$ cat src/rtl/prefix_adder_pkg.sv
package prefix_adder_pkg;

  typedef enum logic [1:0] {
    PA_SKLANSKY    = 2'd0,
    PA_KOGGE_STONE = 2'd1,
    PA_BRENT_KUNG  = 2'd2
  } pa_topo_e;

  // True for 2, 4, 8, ...
  function automatic bit pa_is_pow2(input int n);
    return (n >= 2) && ((n & (n - 1)) == 0);
  endfunction

  // Number of merge levels for a tree over n positions.
  function automatic int pa_depth(input pa_topo_e t, input int n);
    int lg;
    lg = $clog2(n);
    if (t == PA_BRENT_KUNG) return 2 * lg - 1;
    return lg;
  endfunction

  // Index of the lower span merged into node i at level lvl (1-based);
  // -1 when the node only passes through a buffer.
  function automatic int pa_partner(input pa_topo_e t, input int n,
                                    input int lvl, input int i);
    int lg, blk, half;
    lg = $clog2(n);
    case (t)
      PA_KOGGE_STONE: begin
        half = 1 << (lvl - 1);
        return (i >= half) ? i - half : -1;
      end
      PA_SKLANSKY: begin
        blk  = 1 << lvl;
        half = blk >> 1;
        return ((i % blk) >= half) ? (i / blk) * blk + half - 1 : -1;
      end
      PA_BRENT_KUNG: begin
        if (lvl <= lg) begin
          blk = 1 << lvl;
          return (((i + 1) % blk) == 0) ? i - (blk >> 1) : -1;
        end
        blk  = 1 << (2 * lg - lvl);
        half = blk >> 1;
        return ((i >= blk) && ((i % blk) == half - 1)) ? i - half : -1;
      end
      default: return -1;
    endcase
  endfunction

  // True when the lower span merged into node i already reaches position 0,
  // so only the group generate is needed.
  function automatic bit pa_reaches_zero(input pa_topo_e t, input int n,
                                         input int lvl, input int i);
    int lg;
    lg = $clog2(n);
    case (t)
      PA_KOGGE_STONE: return i < (1 << lvl);
      PA_SKLANSKY:    return i < (1 << lvl);
      PA_BRENT_KUNG:  return (lvl > lg) ? 1'b1 : (i == (1 << lvl) - 1);
      default:        return 1'b0;
    endcase
  endfunction

endpackage

$ cat src/rtl/pa_black_cell.sv
module pa_black_cell (
  input  logic g_hi,
  input  logic p_hi,
  input  logic g_lo,
  input  logic p_lo,
  output logic g_out,
  output logic p_out
);
  assign g_out = g_hi | (p_hi & g_lo);
  assign p_out = p_hi & p_lo;
endmodule

$ cat src/rtl/pa_gray_cell.sv
module pa_gray_cell (
  input  logic g_hi,
  input  logic p_hi,
  input  logic g_lo,
  output logic g_out
);
  assign g_out = g_hi | (p_hi & g_lo);
endmodule

$ cat src/rtl/pa_buffer_cell.sv
module pa_buffer_cell (
  input  logic g_in,
  input  logic p_in,
  output logic g_out,
  output logic p_out
);
  assign g_out = g_in;
  assign p_out = p_in;
endmodule

$ cat src/rtl/pa_bitwise_pg.sv
// Position 0 carries cin (generate = cin, propagate = 0); position k holds
// operand bit k-1.
module pa_bitwise_pg #(
  parameter int N = 16
) (
  input  logic [N-1:0] a,
  input  logic [N-1:0] b,
  input  logic         cin,
  output logic [N:0]   g_bit,
  output logic [N:0]   p_bit
);
  assign g_bit[0] = cin;
  assign p_bit[0] = 1'b0;

  for (genvar k = 1; k <= N; k++) begin : g_pos
    assign g_bit[k] = a[k-1] & b[k-1];
    assign p_bit[k] = a[k-1] ^ b[k-1];
  end
endmodule

$ cat src/rtl/pa_prefix_tree.sv
// Produces g_pre[i] = group generate of span i:0 for every position.
module pa_prefix_tree
  import prefix_adder_pkg::*;
#(
  parameter int       N    = 16,
  parameter pa_topo_e TOPO = PA_KOGGE_STONE
) (
  input  logic [N-1:0] g_bit,
  input  logic [N-1:0] p_bit,
  output logic [N-1:0] g_pre
);
  localparam int DEPTH = pa_depth(TOPO, N);

  logic [DEPTH:0][N-1:0] g_lvl;
  logic [DEPTH:0][N-1:0] p_lvl;

  assign g_lvl[0] = g_bit;
  assign p_lvl[0] = p_bit;

  for (genvar lv = 1; lv <= DEPTH; lv++) begin : g_level
    for (genvar i = 0; i < N; i++) begin : g_node
      localparam int PART = pa_partner(TOPO, N, lv, i);
      localparam bit LOW0 = pa_reaches_zero(TOPO, N, lv, i);
      if (PART < 0) begin : g_buf
        pa_buffer_cell u_buf (
          .g_in  (g_lvl[lv-1][i]),
          .p_in  (p_lvl[lv-1][i]),
          .g_out (g_lvl[lv][i]),
          .p_out (p_lvl[lv][i])
        );
      end else if (LOW0) begin : g_gray
        pa_gray_cell u_gray (
          .g_hi  (g_lvl[lv-1][i]),
          .p_hi  (p_lvl[lv-1][i]),
          .g_lo  (g_lvl[lv-1][PART]),
          .g_out (g_lvl[lv][i])
        );
        // A span ending at position 0 never propagates (P0:0 = 0).
        assign p_lvl[lv][i] = 1'b0;
      end else begin : g_black
        pa_black_cell u_black (
          .g_hi  (g_lvl[lv-1][i]),
          .p_hi  (p_lvl[lv-1][i]),
          .g_lo  (g_lvl[lv-1][PART]),
          .p_lo  (p_lvl[lv-1][PART]),
          .g_out (g_lvl[lv][i]),
          .p_out (p_lvl[lv][i])
        );
      end
    end
  end

  assign g_pre = g_lvl[DEPTH];

  // Group propagate of prefix spans is not needed past the tree.
  logic unused_prop;
  assign unused_prop = ^p_lvl;
endmodule

$ cat src/rtl/pa_sum_stage.sv
module pa_sum_stage #(
  parameter int N = 16
) (
  input  logic [N-1:0] p_op,    // operand-bit propagates, positions 1..N
  input  logic [N-1:0] g_pre,   // prefix generates, spans 0:0 .. N-1:0
  input  logic         g_top,   // generate at position N
  output logic [N-1:0] s,
  output logic         cout
);
  assign s = p_op ^ g_pre;

  // Final reduced merge forms GN:0.
  pa_gray_cell u_cout (
    .g_hi  (g_top),
    .p_hi  (p_op[N-1]),
    .g_lo  (g_pre[N-1]),
    .g_out (cout)
  );
endmodule

$ cat src/rtl/prefix_adder.sv
module prefix_adder
  import prefix_adder_pkg::*;
#(
  parameter int       N    = 16,
  parameter pa_topo_e TOPO = PA_KOGGE_STONE
) (
  input  logic [N-1:0] a,
  input  logic [N-1:0] b,
  input  logic         cin,
  output logic [N-1:0] s,
  output logic         cout
);
  // reject illegal widths and topology codes at elaboration.
  if (!pa_is_pow2(N)) begin : g_bad_width
    $error("prefix_adder: width N=%0d must be a power of two >= 2", N);
  end
  if (TOPO != PA_SKLANSKY && TOPO != PA_KOGGE_STONE && TOPO != PA_BRENT_KUNG)
  begin : g_bad_topo
    $error("prefix_adder: unsupported TOPO code %0d", TOPO);
  end

  logic [N:0]   g_bit;
  logic [N:0]   p_bit;
  logic [N-1:0] g_pre;

  pa_bitwise_pg #(.N(N)) u_pg (
    .a     (a),
    .b     (b),
    .cin   (cin),
    .g_bit (g_bit),
    .p_bit (p_bit)
  );

  pa_prefix_tree #(.N(N), .TOPO(TOPO)) u_tree (
    .g_bit (g_bit[N-1:0]),
    .p_bit (p_bit[N-1:0]),
    .g_pre (g_pre)
  );

  pa_sum_stage #(.N(N)) u_sum (
    .p_op  (p_bit[N:1]),
    .g_pre (g_pre),
    .g_top (g_bit[N]),
    .s     (s),
    .cout  (cout)
  );
endmodule

$ cat config.mk
export PLATFORM = sky130hd
export DESIGN_NAME = prefix_adder
export DESIGN_NICKNAME = d
export VERILOG_FILES = /design/src/rtl/prefix_adder_pkg.sv /design/src/rtl/pa_black_cell.sv /design/src/rtl/pa_gray_cell.sv /design/src/rtl/pa_buffer_cell.sv /design/src/rtl/pa_bitwise_pg.sv /design/src/rtl/pa_prefix_tree.sv /design/src/rtl/pa_sum_stage.sv /design/src/rtl/prefix_adder.sv
export SDC_FILE = /design/constraint.sdc
export NUM_CORES = 1
export LEC_CHECK = 0
export BUFFER_PORTS_ARGS = -buffer_cell sky130_fd_sc_hd__buf_2
export CAP_MARGIN = 20
export CORE_MARGIN = 4
export CORE_UTILIZATION = 40
export DETAILED_ROUTE_END_ITERATION = 7
export GPL_TIMING_DRIVEN = 0
export PLACE_DENSITY = 0.67
export SLEW_MARGIN = 10
export SYNTH_ARGS = -nofsm -noshare
export SYNTH_HDL_FRONTEND = slang
export SYNTH_HIERARCHICAL = 1
export SYNTH_SLANG_ARGS = --single-unit
$ cat constraint.sdc
create_clock -name vclk -period 3.1
set_input_delay 0.62 -clock vclk [all_inputs]
set_output_delay 0.62 -clock vclk [all_outputs]
set_load 0.01 [all_outputs]
==> results of run 1 <==
-- final cells by class --
class,count,area [um2]
tap,31,38.8
timing repair buffer,49,245
multi-input combinational,116,971
fill,266,1330
buffer,32,240
-- power breakdown --
group / total, mW / internal [mW] / switching [mW]
clock network: 0 / 0 / 0
logic: 0.348 / 0.195 / 0.153
registers: 0 / 0 / 0
total: 0.348 / 0.195 / 0.153
-- through the flow --
step / area, um2 / utilization, % / power (mW) / setup slack (ps)
after floorplan: 1210 / - / 0.249 / 452
after global placement: 1500 / 52.9 / 0.345 / 212
after detailed placement: 1500 / 52.9 / 0.349 / 202
after CTS: 1500 / 52.9 / 0.351 / 194
after global routing: 1500 / 52.9 / 0.383 / 66.4
final: 1500 / 52.9 / 0.348 / 198
-- per-layer routing --
metal	part of all wire, %	GRT usage [%]	routed length (um)	vias up
met3	8.1	1.62	217	4
met4	1.1	1.93	28	0
met1	48	16.7	1280	453
met2	43	22.9	1130	45
li1	-	-	-	582
met5	0	0	0	-
-- critical path, stage by stage --
cell	delay [ps]
buf_2	100
ha_1	350
and2_2	230
and2_2	200
and2_2	190
a21o_1	180
buf_4	130
xor2_1	150
buf_2	140
-- placed cells by master (no fill, tap or decap) --
master  instances
buf_2          49
xor2_1         16
a21o_1         50
ha_1           16
and2_2         34
buf_4          32
-- final timing paths --
path,startpoint,slack [ps],cells after the start,to
worst max-delay path,a[5],200,9,s[13]
worst min-delay path,b[15],1640,4,cout
==> impl_metrics.ini, run 1 <==
[power]
power_leakage_nw = 1.07
p_per_area_nw_per_um2 = 233
peakVddDrop_v = 0.000105

[run_status]
status = complete, no violations

[worst_setup_path]
cp-end-kind = output pin
critPathRequiredTime_ps = 2480
worstPathArrival_ps = 2280
path_class = primary input to output pin
path_max_fanout = 4
start_kind = primary input

[floorplanning]
dieHeight_um = 63.0
dieArea_um2 = 3970
start_util_pct = 42.8
io_pins = 50
core_um2 = 2830
die_w_um = 63.0
rows = 19

[final_layout]
antennaDiodeCount = 0
fin_nets = 248
clkbuf_count = 0
area_growth_pct = 23.5
design.seq.count = 0
regArea_um2 = 0
post_route_cells_drive_above_1_share_pct = 58.4
instances_no_fill = 228

[route]
wire_per_inst_um = 11.7
vias_per_cell = 4.75
wl_um = 2660
drtIter0Drc = 31
remaining_drc_errors = 0
ant_nets = 0
firstDrtPassIters = 4
vias = 1084

[placement]
io_buffers = 49
hpwl_um = 2450
place.gp.congestion = 0.884
dp.cells = 228

[timing]
period_share_pct = 93.6
setup_viol = 0
rsz0062_at_grt = false
slew-limit-headroom_pct = 88.8
max_slew.worst_pin.slew_ps = 169
layout_min_cycle_time_ps = 2900
tns_ps = 0
whs_ps = 1640
hold_viol_final = 0
max_freq_ghz = 0.345
slew_viol_final = 0

[clocking]
cts_resized = 0
cts_setup_buffers = 0
cts_hold_buffers = 0

[yosys]
synth_nets = 197
avgSynthCellArea_um2 = 8.18
syn_inst = 148
syn_area_um2 = 1210
ys.warnings.count = 6

[global_routing]
grt_max_degree = 5
grt_pass1_vias = 1115
grt_pass1_wl_um = 4460
globalRoute.totalOverflow = 0
grt.total_usage_pct = 12.9
antenna_found_initial = 0

[flow_run]
drv_cap = 0

[min_path]
hp-class = primary input to output pin
(Power assumes the default switching activity.)
==> inputs of run 2 (changes only) <==
--- a/config.mk
+++ b/config.mk
@@ -10,7 +10,7 @@
 export CORE_MARGIN = 4
 export CORE_UTILIZATION = 40
 export DETAILED_ROUTE_END_ITERATION = 7
-export GPL_TIMING_DRIVEN = 0
+export GPL_TIMING_DRIVEN = 1
 export PLACE_DENSITY = 0.67
 export SLEW_MARGIN = 10
 export SYNTH_ARGS = -nofsm -noshare
==> run 2 against run 1 <==
Effect of this change: first-iteration DRC count is 45% lower; setup slack better by 100 ps; critical path type unchanged; final cell count is 14% lower; maximum frequency is 3.6% higher; wire length is 6.8% lower; flip-flop and latch count stayed put; power is 18% lower.
==> impl_metrics.ini, run 2 (synthesis results as in run 1) <==
[run_status]
status = complete, no violations

[clocking]
cts_setup_buffers = 0
cts_hold_buffers = 0
cts_resized = 0

[worst_setup_path]
critPathRequiredTime_ps = 2480
start_kind = primary input
worstPathArrival_ps = 2180
cp-startpoint = a[3]
cp-end-kind = output pin
path_max_fanout = 4
path_class = primary input to output pin

[placement]
hpwl_um = 2310
io_buffers = 50
place_area_um2 = 1260
place.gp.congestion = 0.826
dp.cells = 197
dp_slack_ps = 302

[route]
m1WireLength_um = 1190
wl_met3_um = 220
ant_nets = 0
drtIter0Drc = 17
firstDrtPassIters = 4
remaining_drc_errors = 0
highest_layer = met3
vias = 969
wire_per_inst_um = 12.6
wl_um = 2480
met2WireLength_um = 1070
vias_per_cell = 4.92

[final_layout]
final_cell_mix = buf_2 (50), a21o_1 (50), and2_2 (34), ha_1 (16), xor2_1 (16)
regArea_um2 = 0
nFillCells = 301
clkbuf_count = 0
post_route_cells_drive_above_1_share_pct = 50.6
antennaDiodeCount = 0
fin_nets = 217
instances_no_fill = 197
area_growth_pct = 4.03
fin_area_um2 = 1260
design.seq.count = 0

[global_routing]
grt_pass1_vias = 975
grt_pass1_wl_um = 4330
grt.total_usage_pct = 12.5
antenna_found_initial = 0
globalRoute.totalOverflow = 0
grt_max_degree = 6

[floorplanning]
io_pins = 50
core_um2 = 2830
dieHeight_um = 63.0
rows = 19
die_w_um = 63.0
start_util_pct = 42.8
dieArea_um2 = 3970

[timing]
setup_viol = 0
slew-limit-headroom_pct = 89.7
max_freq_ghz = 0.357
max_slew.worst_pin.slew_ps = 155
worst_slack_ps = 300
slew_viol_final = 0
rsz0062_at_grt = false
whs_ps = 1570
tns_ps = 0
hold_viol_final = 0
layout_min_cycle_time_ps = 2800
period_share_pct = 90.3

[power]
p_per_area_nw_per_um2 = 226
peakVddDrop_v = 0.0000880
power_leakage_nw = 0.916

[flow_run]
drv_cap = 0

[min_path]
hp-class = primary input to output pin
hold_start = cin
run 2: cell count changes in the layout (fill, tap and decap cells not counted):
cell / change
buf_4: -32
buf_2: +1
run 2: metrics by stage:
step           util (%)  power [mW]
6_report           44.5       0.285
5_1_grt            44.5       0.318
4_1_cts            44.5       0.288
3_5_place_dp       44.5       0.287
3_3_place_gp       44.5       0.283
2_1_floorplan         -       0.249
run 2: critical path: stages:
cell and delay (ps):
buf_2 100, ha_1 340, and2_2 230, and2_2 200, and2_2 190, a21o_1 180, xor2_1 160, buf_2 150
run 2: final timing paths:
| check | slack [ps] | end | depth (start not counted) |
|---|---|---|---|
| worst max-delay path | 300 | s[11] | 8 |
| worst min-delay path | 1570 | s[0] | 3 |
run 2: power by group:
| part | leakage (nW) | internal, mW | total [mW] | switching, mW |
|---|---|---|---|---|
| registers | 0 | 0 | 0 | 0 |
| clock network | 0 | 0 | 0 | 0 |
| logic | 0.916 | 0.143 | 0.285 | 0.142 |
run 2: final cells by class:
cell class         instances  area (um2)  area share, %
multi-input cells        116         971           77.1
well taps                 31        38.8           3.08
repair buffers            50         250           19.9
run 2: routing by layer:
layer	GRT usage [%]	up-vias
li1	-	518
met5	0	-
met1	16.9	412
met3	1.98	0
met2	22.1	39
met4	0	0
==> inputs of run 3 (changes only) <==
--- a/config.mk
+++ b/config.mk
@@ -5,13 +5,13 @@
 export SDC_FILE = /design/constraint.sdc
 export NUM_CORES = 1
 export LEC_CHECK = 0
+export ABC_AREA = 1
 export BUFFER_PORTS_ARGS = -buffer_cell sky130_fd_sc_hd__buf_2
 export CAP_MARGIN = 20
 export CORE_MARGIN = 4
 export CORE_UTILIZATION = 40
 export DETAILED_ROUTE_END_ITERATION = 7
 export GPL_TIMING_DRIVEN = 1
-export PLACE_DENSITY = 0.67
 export SLEW_MARGIN = 10
 export SYNTH_ARGS = -nofsm -noshare
 export SYNTH_HDL_FRONTEND = slang
==> run 3 against run 2 <==
Effect of this change: sequential share of layout area did not move; largest power group unchanged; global-route usage decreased by 0.47 points; hold slack improved by 36 ps.
==> impl_metrics.ini, run 3 <==
[run_status]
status = complete, no violations

[timing]
layout_min_cycle_time_ps = 2630
setup_viol = 0
tns_ps = 0
max_freq_ghz = 0.380
slew-limit-headroom_pct = 87.7
hold_viol_final = 0
whs_ps = 1600
period_share_pct = 84.8
slew_viol_final = 0
rsz0062_at_grt = false
max_slew.worst_pin.slew_ps = 185

[floorplanning]
die_w_um = 70.4
dieArea_um2 = 4960
rows = 22
core_um2 = 3720
dieHeight_um = 70.4
io_pins = 50
start_util_pct = 42.0

[placement]
io_buffers = 50
dp.cells = 412
place_area_um2 = 1630
place.gp.congestion = 0.793
hpwl_um = 2870

[worst_setup_path]
path_max_fanout = 5
crit_cells = 14
crit_chain = buf_2 -> ha_1 -> nand2_1 -> nand2_1 -> nand2_1 -> nand2_1 -> nand2_1 -> nand2_1 -> nand2_1 -> nand2_1 -> inv_1 -> nand2_1 -> nand2_1 -> buf_2
critPathRequiredTime_ps = 2480
worstPathArrival_ps = 2010
crit_top_cell = nand2_1
start_kind = primary input
max_stage_delay_ps = 320
cp-end-kind = output pin
cp_slowest_cell = ha_1
cp_num_buf_inv = 3
cp_top_family = simple AND/OR/NAND/NOR gates
path_class = primary input to output pin

[flow_run]
drv_cap = 0

[final_layout]
fin_area_um2 = 1630
regArea_um2 = 0
final_cell_mix = nand2_1 (182), inv_1 (116), buf_2 (50), ha_1 (16)
antennaDiodeCount = 0
instances_no_fill = 412
design.seq.count = 0
area_growth_pct = 4.49
nFillCells = 464
post_route_cells_drive_above_1_share_pct = 13.7
final_common_cell = nand2_1
clkbuf_count = 0
fin_nets = 415

[min_path]
holdPathEnd = s[0]
hold_start = cin
min_path_cells = 4
hp-class = primary input to output pin

[route]
firstDrtPassIters = 4
wire_per_inst_um = 7.41
wl_um = 3050
ant_nets = 0
remaining_drc_errors = 0
drtIter0Drc = 35
vias = 1579
vias_per_cell = 3.83

[power]
peakVddDrop_v = 0.0000617
total_power_mw = 0.293
p_per_area_nw_per_um2 = 180
power_leakage_nw = 1.44

[yosys]
syn_area_um2 = 1560
syn_inst = 346
avgSynthCellArea_um2 = 4.51
synth_nets = 395
ys.warnings.count = 6

[clocking]
cts_resized = 0
cts_setup_buffers = 0
cts_hold_buffers = 0

[global_routing]
grt_pass1_wl_um = 5220
grt_max_degree = 7
globalRoute.totalOverflow = 0
grt.total_usage_pct = 12.1
grt_pass1_vias = 1375
antenna_found_initial = 0
[run 3: changes by cell type in the layout (fill, tap and decap cells not counted), sizes merged]
| cell | previous run | this run |
|---|---|---|
| nand2 | 0 | 182 |
| inv | 0 | 116 |
| a21o | 50 | 0 |
| and2 | 34 | 0 |
| xor2 | 16 | 0 |
[run 3: layout make-up]
type                       instances  area (um2)  share of cell area (%)
tap                               48        60.1                    3.69
timing repair buffer              50         250                    15.4
inverter                         116         435                    26.7
multi-input combinational        198         883                    54.2
[run 3: worst max path at each step]
| stage | start | end |
|---|---|---|
| detailed placement | a[0] | s[15] |
| finish | a[0] | s[15] |
| floorplan | a[0] | s[1] |
| global placement | a[0] | s[15] |
| global route | b[0] | s[15] |
| CTS | a[0] | s[15] |
[run 3: worst min-delay path: stages]
cell	delay, ps
buf_2	130
nand2_1	60
nand2_1	50
buf_2	120
[run 3: report_power, final]
group | switching (mW) | total (mW) | internal, mW | leakage, nW
clock network | 0 | 0 | 0 | 0
logic | 0.177 | 0.293 | 0.116 | 1.44
registers | 0 | 0 | 0 | 0
[run 3: per-layer routing]
layer	share of wire (%)	vias to the layer above	GRT usage [%]
met3	3.0	0	0.288
met4	0	0	0
met2	50	15	22.9
met1	47	616	15.9
met5	0	-	0
li1	-	948	-
[run 3: through the flow]
stage / setup WS [ps] / utilization, %
final: 472 / 43.8
after global routing: 297 / 43.8
after CTS: 456 / 43.8
after detailed placement: 457 / 43.8
after global placement: 496 / 43.8
after floorplan: 776 / -
